### src/rtl/laser_guard_pkg.sv
package laser_guard_pkg;
  localparam int BIT_MON   = 7;
  localparam int BIT_SWDIS = 6;
  localparam int BIT_FAULT = 2;

  typedef struct packed {
    logic setFault;
    logic clrFault;
    logic hwDis;
  } guardStrobes_t;
endpackage

### src/rtl/laser_guard_ctrl.sv
module laser_guard_ctrl
  import laser_guard_pkg::*;
#(
  parameter int SPACING_CYCLES = 1250000,
  parameter int SYNC_STAGES    = 2
) (
  input  logic          clk,
  input  logic          rstN,
  input  logic          hwDisableIn,
  input  logic          faultDetectIn,
  input  logic          faultLatched,
  output guardStrobes_t strobes
);
  localparam int CNT_W = $clog2(SPACING_CYCLES + 1);
  localparam logic [CNT_W-1:0] CNT_MAX = CNT_W'(SPACING_CYCLES);

  logic [SYNC_STAGES-1:0] hwSyncQ;
  logic [SYNC_STAGES-1:0] faultSyncQ;
  logic                   hwPrev;
  logic [CNT_W-1:0]       gapCnt;
  logic                   armed;
  logic                   hwS, faultS, hwRise, hwFall, gapDone;

  always_ff @(posedge clk) begin
    if (!rstN) begin
      hwSyncQ    <= '1;
      faultSyncQ <= '0;
    end else begin
      hwSyncQ    <= {hwSyncQ[SYNC_STAGES-2:0], hwDisableIn};
      faultSyncQ <= {faultSyncQ[SYNC_STAGES-2:0], faultDetectIn};
    end
  end

  assign hwS     = hwSyncQ[SYNC_STAGES-1];
  assign faultS  = faultSyncQ[SYNC_STAGES-1];
  assign hwRise  = hwS & ~hwPrev;
  assign hwFall  = ~hwS & hwPrev;
  assign gapDone = (gapCnt == CNT_MAX);

  always_ff @(posedge clk) begin
    if (!rstN) begin
      hwPrev <= 1'b1;
      gapCnt <= CNT_MAX;
      armed  <= 1'b0;
    end else begin
      hwPrev <= hwS;
      if (hwRise) begin
        gapCnt <= '0;
        armed  <= faultLatched & gapDone;
      end else begin
        if (!gapDone) gapCnt <= gapCnt + 1'b1;
        if (hwFall) armed <= 1'b0;
      end
    end
  end

  always_comb begin
    strobes.setFault = faultS;
    strobes.clrFault = hwFall & armed;
    strobes.hwDis    = hwS;
  end

  // a clear is only ever issued against a latched fault
  p_clear_only_latched_r6: assert property (@(posedge clk) disable iff (!rstN)
    strobes.clrFault |-> faultLatched);

  // arming happens only once the spacing window has run out
  p_arm_spacing_r8: assert property (@(posedge clk) disable iff (!rstN)
    $rose(armed) |-> $past(gapCnt) == CNT_MAX);
endmodule

### src/rtl/laser_guard_dp.sv
module laser_guard_dp
  import laser_guard_pkg::*;
(
  input  logic          clk,
  input  logic          rstN,
  input  guardStrobes_t strobes,
  input  logic          regWrEn,
  input  logic [7:0]    regWrData,
  output logic [7:0]    regRdData,
  output logic          faultLatched,
  output logic          laserEnable,
  output logic          txFaultOut
);
  logic swDis;
  logic faultQ;
  logic effDis;

  always_ff @(posedge clk) begin
    if (!rstN) begin
      swDis  <= 1'b0;
      faultQ <= 1'b0;
    end else begin
      if (regWrEn) swDis <= regWrData[BIT_SWDIS];
      if (strobes.setFault)      faultQ <= 1'b1;
      else if (strobes.clrFault) faultQ <= 1'b0;
    end
  end

  assign effDis       = strobes.hwDis | swDis;
  assign laserEnable  = ~effDis & ~faultQ;
  assign txFaultOut   = faultQ;
  assign faultLatched = faultQ;

  always_comb begin
    regRdData            = '0;
    regRdData[BIT_MON]   = effDis;
    regRdData[BIT_SWDIS] = swDis;
    regRdData[BIT_FAULT] = faultQ;
  end

  // a fault seen by the control wins over a clear in the same cycle
  p_set_wins_r10: assert property (@(posedge clk) disable iff (!rstN)
    strobes.setFault |=> faultQ);

  // without a clear strobe the latch holds
  p_sticky_r5: assert property (@(posedge clk) disable iff (!rstN)
    faultQ && !strobes.clrFault |=> faultQ);

  // the software bit moves only on a write
  p_wr_only_r9: assert property (@(posedge clk) disable iff (!rstN)
    !regWrEn |=> $stable(swDis));
endmodule

### src/rtl/laser_guard.sv
module laser_guard
  import laser_guard_pkg::*;
#(
  parameter int SPACING_CYCLES = 1250000,
  parameter int SYNC_STAGES    = 2
) (
  input  logic       clk,
  input  logic       rstN,
  input  logic       hwDisableIn,
  input  logic       faultDetectIn,
  input  logic       regWrEn,
  input  logic [7:0] regWrData,
  output logic [7:0] regRdData,
  output logic       laserEnable,
  output logic       txFaultOut
);
  guardStrobes_t strobes;
  logic          faultLatched;

  laser_guard_ctrl #(
    .SPACING_CYCLES(SPACING_CYCLES),
    .SYNC_STAGES   (SYNC_STAGES)
  ) ctrl_i (
    .clk          (clk),
    .rstN         (rstN),
    .hwDisableIn  (hwDisableIn),
    .faultDetectIn(faultDetectIn),
    .faultLatched (faultLatched),
    .strobes      (strobes)
  );

  laser_guard_dp dp_i (
    .clk         (clk),
    .rstN        (rstN),
    .strobes     (strobes),
    .regWrEn     (regWrEn),
    .regWrData   (regWrData),
    .regRdData   (regRdData),
    .faultLatched(faultLatched),
    .laserEnable (laserEnable),
    .txFaultOut  (txFaultOut)
  );

  // a latched fault keeps the laser dark
  p_fault_off_r4: assert property (@(posedge clk) disable iff (!rstN)
    txFaultOut |-> !laserEnable);

  // software disable keeps the laser dark
  p_sw_off_r2: assert property (@(posedge clk) disable iff (!rstN)
    regRdData[BIT_SWDIS] |-> !laserEnable);

  // the status byte tracks the fault pin
  p_fault_mirror_r11: assert property (@(posedge clk) disable iff (!rstN)
    regRdData[BIT_FAULT] == txFaultOut);
endmodule

### config.mk
export PLATFORM = sky130hd
export DESIGN_NAME = laser_guard
export DESIGN_NICKNAME = d
export VERILOG_FILES = /design/src/rtl/laser_guard_pkg.sv /design/src/rtl/laser_guard_ctrl.sv /design/src/rtl/laser_guard_dp.sv /design/src/rtl/laser_guard.sv
export SDC_FILE = /design/constraint.sdc
export NUM_CORES = 1
export LEC_CHECK = 0
export ABC_AREA = 1
export BUFFER_PORTS_ARGS = -buffer_cell sky130_fd_sc_hd__buf_2
export CAP_MARGIN = 40
export CORE_MARGIN = 3
export CORE_UTILIZATION = 56
export CTS_CLUSTER_DIAMETER = 80
export DETAILED_ROUTE_END_ITERATION = 7
export PLACE_DENSITY_LB_ADDON = 0.1
export SLEW_MARGIN = 10
export SYNTH_ARGS = -nofsm -noshare
export SYNTH_HDL_FRONTEND = slang
export SYNTH_HIERARCHICAL = 1
export SYNTH_SLANG_ARGS = --single-unit
### constraint.sdc
create_clock -name clk -period 1.4 [get_ports clk]
set_input_delay 0.28 -clock clk [delete_from_list [all_inputs] [get_ports clk]]
set_output_delay 0.28 -clock clk [all_outputs]
set_load 0.01 [all_outputs]
==> qor.yml, run 1 <==
floorplanning:
  die_area_mm2: 0.00346
  coreArea_mm2: 0.00257
  die_w_um: 58.8
  fp-row-count: 18
  start_util: 0.609
  ios: 23
  die_y_um: 58.8
detailed_routing:
  routed_wl_um: 2850
  drt-pass1-iter-count: 4
  wl_met1_um: 1400
  ant_nets: 0
  wl_per_cell_um: 9.96
  drc: 0
  vias_per_cell: 4.70
  via_count: 1344
  routed.top_layer: "met4"
  dr_wl_met2_um: 1260
  dr_wl_met3_um: 154
  drt-initial-drc-count: 66
setup_path:
  crit_required_ns: 1.12
  worst-setup-path-type: "reg2out"
  crit_path_max_fanout: 3
  arrival_ns: 1.08
  worst_setup_path_start_kind: "flop"
  end_kind: "output pin"
yosys:
  synth_area_leaders: "dfxtp_1 (37%), nand2_1 (16%), inv_1 (8.9%)"
  ys_ff_latch: 29
  synth.top_cell.area_share: 0.371
  synth-adder-area-share: 0.0320
  synth_top_family_by_area: "simple AND/OR/NAND/NOR gates"
  synth_warnings: 6
  synth_area_mm2: 0.00156
  syn_area_per_cell_um2: 6.54
  synth_simple_gate_area_frac: 0.354
  synth.area.mux_share: 0
  synth_top_area_cell: "dfxtp_1"
  synth.distinct_cells: 26
  yosysSeqAreaShare: 0.371
  synth_compound_gate_area_share: 0.0832
  synth_cells: 239
  synth-xor-area-share: 0.00560
clock_tree:
  clk_latency_ns: 0.32
  cts_setup_buffers: 0
  clkTransAtPathRegs_ns: 0.09
  cts_buffers: 5
  clockRootBuffer: "clkbuf_4"
  cts_max_path_buffers: 2
  clock_sinks: 29
  cts_tree: "done"
  htreeDepth: 2
power:
  power_leakage_uw: 0.000843
  ir_drop_uv: 868
  p_per_area_mw_per_mm2: 947
  report.power.total_uw: 1640
worst_hold_path:
  min_path_type: "in2reg"
timing:
  fmax_mhz: 735
  timing.final.crit_share: 0.972
  skew_ns: 0.00269
  finalHoldViolCount: 0
  period_minus_slack_ns: 1.36
  rsz0062_at_grt: "yes"
  finalSetupViolations: 0
  finalMaxSlewViolations: 0
grt:
  grt_overflow: 0
  grt_pass1_vias: 1130
  grt_max_degree: 17
  antenna_found_initial: 0
  grt_pass1_wl_um: 4840
  grt.total_usage: 0.186
run:
  drv_cap: 0
cells_and_area:
  drive_gt1_frac: 0.184
  syn2layout_area_growth_pct: 11.0
  layout_commonest_cell: "nand2_1"
  final_cell_mix: "nand2_1 (65), inv_1 (37), nor2_1 (30), dfxtp_1 (25), a21oi_1 (12)"
  antennaDiodeCount: 0
  post-route-util: 0.676
  fin_nets: 272
placement:
  gp_congestion: 0.816
  io_buffers: 10
  hpwlAfterDp_um: 2100
status:
  status: "completed"
-- routing by layer --
metal,vias to the layer above,global-route usage
li1,746,-
met4,0,0.0874
met2,31,0.268
met5,-,0
met1,563,0.252
met3,4,0.0592
-- cells in the mapped netlist --
library cell,n
nand2_1,66
inv_1,37
nor2_1,31
dfxtp_1,29
a21oi_1,12
nand3_1,12
buf_4,11
o21ai_0,9
nor2_2,5
ha_1,4
nor3_1,3
clkbuf_1,2
nand3_2,2
nand4_1,2
o21a_1,2
o21ai_1,2
clkinv_1,1
conb_1,1
inv_2,1
nand3b_1,1
nor2_4,1
nor3_2,1
nor3b_1,1
or2_2,1
or2_4,1
xor2_1,1
-- timing repair --
| item | CTS | global route |
|---|---|---|
| endpoints found under the hold margin | 0 | 0 |
| setup endpoints to repair | 0 | 15 |
| gates resized for setup | 0 | 10 |
| hold buffers | 0 | 0 |
-- worst max-delay path, stage by stage (launching register included) --
cell	delay (ns)
dfxtp_2	0.33
or2_4	0.24
nor2_2	0.06
buf_2	0.12
-- state kept, by name, indices dropped and copies added (netlist names) --
| signal | cells |
|---|---|
| dp_i/faultLatched | 1 |
| dp_i/swDis | 1 |
| ctrl_i/hwPrev | 1 |
| ctrl_i/hwSyncQ | 2 |
| ctrl_i/faultSyncQ | 2 |
| ctrl_i/gapCnt | 21 |
| ctrl_i/armed | 1 |
-- path summary, 6_finish.rpt --
kind | from | endpoint | slack (ns) | cells after the start
max reg2reg | ctrl_i/gapCnt[0] | ctrl_i/gapCnt[18] | 0.07 | 8
min | hwDisableIn | ctrl_i/hwSyncQ[0] | 0.13 | 3
min reg2reg | ctrl_i/hwSyncQ[0] | ctrl_i/hwSyncQ[1] | 0.41 | 2
max | dp_i/swDis | laserEnable | 0.04 | 3
-- area by class of cell --
cell class / instances / area (um2)
Clock buffer: 7 / 65.1
Clock inverter: 1 / 5.00
Fill cell: 230 / 832
Inverter: 39 / 150
Multi-Input combinational cell: 162 / 782
Sequential cell: 29 / 586
Tap cell: 30 / 37.5
Timing Repair Buffer: 18 / 110
-- cells by family (layout without fill, tap and decap cells) --
kind of cell	after synthesis	count (layout)
buf+inv	52	65
fa+ha+maj	4	4
simple gates	127	127
xor+xnor	1	1
other cells	1	5
flops	29	29
compound gates	25	25
-- where the power goes --
group          switching, uW  internal [uW]
sequential              31.8            864
clock                    281            291
combinational            103           72.9
-- per-stage QoR --
stage	instance area, um2	setup TNS [ns]	setup WS [ns]	hold slack, ns	instances
6_report	1740	0	0.0396	0.130	286
5_1_grt	1740	-0.149	-0.0514	0.111	286
4_1_cts	1710	0	0.0165	0.118	286
3_5_place_dp	1640	0	0.0556	0.390	278
3_3_place_gp	1640	0	0.0657	0.381	278
2_1_floorplan	1580	0	0.132	0.356	243
Power figures use the tool's default switching activity.
==> run 2: changes to the inputs <==
--- a/config.mk
+++ b/config.mk
@@ -6,7 +6,7 @@
 export NUM_CORES = 1
 export LEC_CHECK = 0
 export ABC_AREA = 1
-export BUFFER_PORTS_ARGS = -buffer_cell sky130_fd_sc_hd__buf_2
+export BUFFER_PORTS_ARGS = -buffer_cell sky130_fd_sc_hd__buf_4
 export CAP_MARGIN = 40
 export CORE_MARGIN = 3
 export CORE_UTILIZATION = 56
==> run 2 against run 1 <==
Non-clock buffer count stayed put. Cell area up 1.2%. Clock skew rose by 0.00052 ns. Critical path depth stayed put. Routed wire length rose by 3.7%. First-iteration DRC count up 45%. Sequential cell count unchanged. Die area is the same. Core utilization grew 0.78 points. Maximum frequency shrank 0.12%. Critical path type unchanged. Highest routed layer unchanged.
==> qor.yml, run 2 (synthesis gave the netlist of run 1 again) <==
timing:
  finalSetupTns_ns: 0  # unchanged
  period_minus_slack_ns: 1.36  # +0.00162 ns
  skew_ns: 0.00321  # +0.000516 ns
  finalHoldViolCount: 0  # unchanged
  timing.final.crit_share: 0.973  # +0.00116
  rsz0062_at_grt: "yes"
  fmax_mhz: 734  # -0.12%
  finalMaxSlewViolations: 0  # unchanged
  finalSetupViolations: 0  # unchanged
cells_and_area:
  reg_top3: "ctrl_i/gapCnt (21), ctrl_i/faultSyncQ (2), ctrl_i/hwSyncQ (2)"
  antennaDiodeCount: 0  # unchanged
  final_cell_mix: "nand2_1 (66), inv_1 (37), nor2_1 (30), dfxtp_1 (21), buf_4 (18)"
  regMostFlops: "ctrl_i/gapCnt"
  fin_nets: 272  # unchanged
  drive_gt1_frac: 0.188  # +0.00464
  largest_register_ffs: 21  # unchanged
  syn2layout_area_growth_pct: 12.2
  fill_cells: 238  # +3.5%
  layout_commonest_cell: "nand2_1"
grt:
  grt_overflow: 0  # unchanged
  grt_max_degree: 17  # unchanged
  grt_pass1_wl_um: 5120  # +5.7%
  grt.total_usage: 0.198  # +0.0116
  grt_pass1_vias: 1214  # +7.4%
  antenna_found_initial: 0  # unchanged
floorplanning:
  fp-row-count: 18  # unchanged
  start_util: 0.609  # unchanged
  die_area_mm2: 0.00346  # unchanged
  die_w_um: 58.8  # unchanged
  ios: 23  # unchanged
  coreArea_mm2: 0.00257  # unchanged
  die_y_um: 58.8  # unchanged
setup_path:
  crit_required_ns: 1.12  # about the same
  end_kind: "output pin"
  crit_path_max_fanout: 3  # unchanged
  worst-setup-path-type: "reg2out"
  worst_setup_path_start_kind: "flop"
  arrival_ns: 1.08  # about the same
clock_tree:
  cts_tree: "done"
  clockRootBuffer: "clkbuf_4"
  clkTransAtPathRegs_ns: 0.08  # about the same
  cts_buffers: 5  # unchanged
  cts_max_path_buffers: 2  # unchanged
  htreeDepth: 2  # unchanged
  clock_sinks: 29  # unchanged
  clk_latency_ns: 0.32  # about the same
placement:
  hpwlAfterDp_um: 2210  # +5.1%
  io_buffers: 10  # unchanged
  gp_congestion: 0.812  # -0.56%
detailed_routing:
  via_count: 1388  # +3.3%
  ant_nets: 0  # unchanged
  vias_per_cell: 4.87  # +3.6%
  drt-initial-drc-count: 96  # +45%
  drc: 0  # unchanged
  routed_wl_um: 2960  # +3.7%
  wl_per_cell_um: 10.4  # +4.1%
  drt-pass1-iter-count: 4  # unchanged
power:
  p_per_area_mw_per_mm2: 908  # -4.2%
  report.power.total_uw: 1590  # -3.1%
  ir_drop_uv: 840  # -3.2%
  power_leakage_uw: 0.000840  # -0.38%
status:
  status: "completed"
worst_hold_path:
  min_path_type: "in2reg"
run:
  drv_cap: 0  # unchanged
==> run 2: per-stage QoR <==
step                      std cells   util  hold slack (ns)  setup slack (ns)  cell area [um2]
after CTS                       285  0.669            0.110            0.0109             1720
after global routing            285  0.684            0.104           -0.0378             1760
after floorplan                 243      -            0.356             0.132             1580
final                           285  0.684            0.125            0.0380             1760
after detailed placement        278  0.647            0.402            0.0329             1660
after global placement          278  0.647            0.382            0.0580             1660
==> run 2: per-layer routing <==
layer	up-vias	share of wire	global-route usage
li1	748	-	-
met1	610	0.48	0.254
met2	26	0.45	0.293
met3	4	0.057	0.0702
met4	0	0.017	0.0971
met5	-	0	0
==> run 2: final cells by class <==
type	count	area, um2	area share
Timing Repair Buffer	18	135	0.0770
Clock buffer	7	55.1	0.0314
Inverter	39	150	0.0855
Tap cell	30	37.5	0.0214
Sequential cell	29	591	0.336
Multi-Input combinational cell	162	787	0.448
==> run 2: worst paths after layout <==
kind         slack, ns                end               from  cells past startpoint
min reg2reg       0.41  ctrl_i/hwSyncQ[1]  ctrl_i/hwSyncQ[0]                      2
max reg2reg       0.11  ctrl_i/gapCnt[18]   ctrl_i/gapCnt[0]                      8
min               0.12  ctrl_i/hwSyncQ[0]        hwDisableIn                      3
max               0.04        laserEnable         dp_i/swDis                      3
==> run 2: timing repair <==
item                                    in CTS  in global routing
setup buffers                                0                  0
resized for setup                            0                 15
hold buffers                                 0                  0
endpoints found under the setup margin       0                 14
==> run 2: power by group <==
group / internal, uW / total [uW] / switching [uW]
Sequential: 864 / 897 / 32.9
Clock: 237 / 509 / 272
Combinational: 81.3 / 187 / 106
Total: 1180 / 1590 / 411
==> run 2: critical path, cell delays in order (launching register included) <==
cell,delay (ns)
dfxtp_2,0.33
or2_4,0.24
nor2_2,0.07
buf_4,0.11
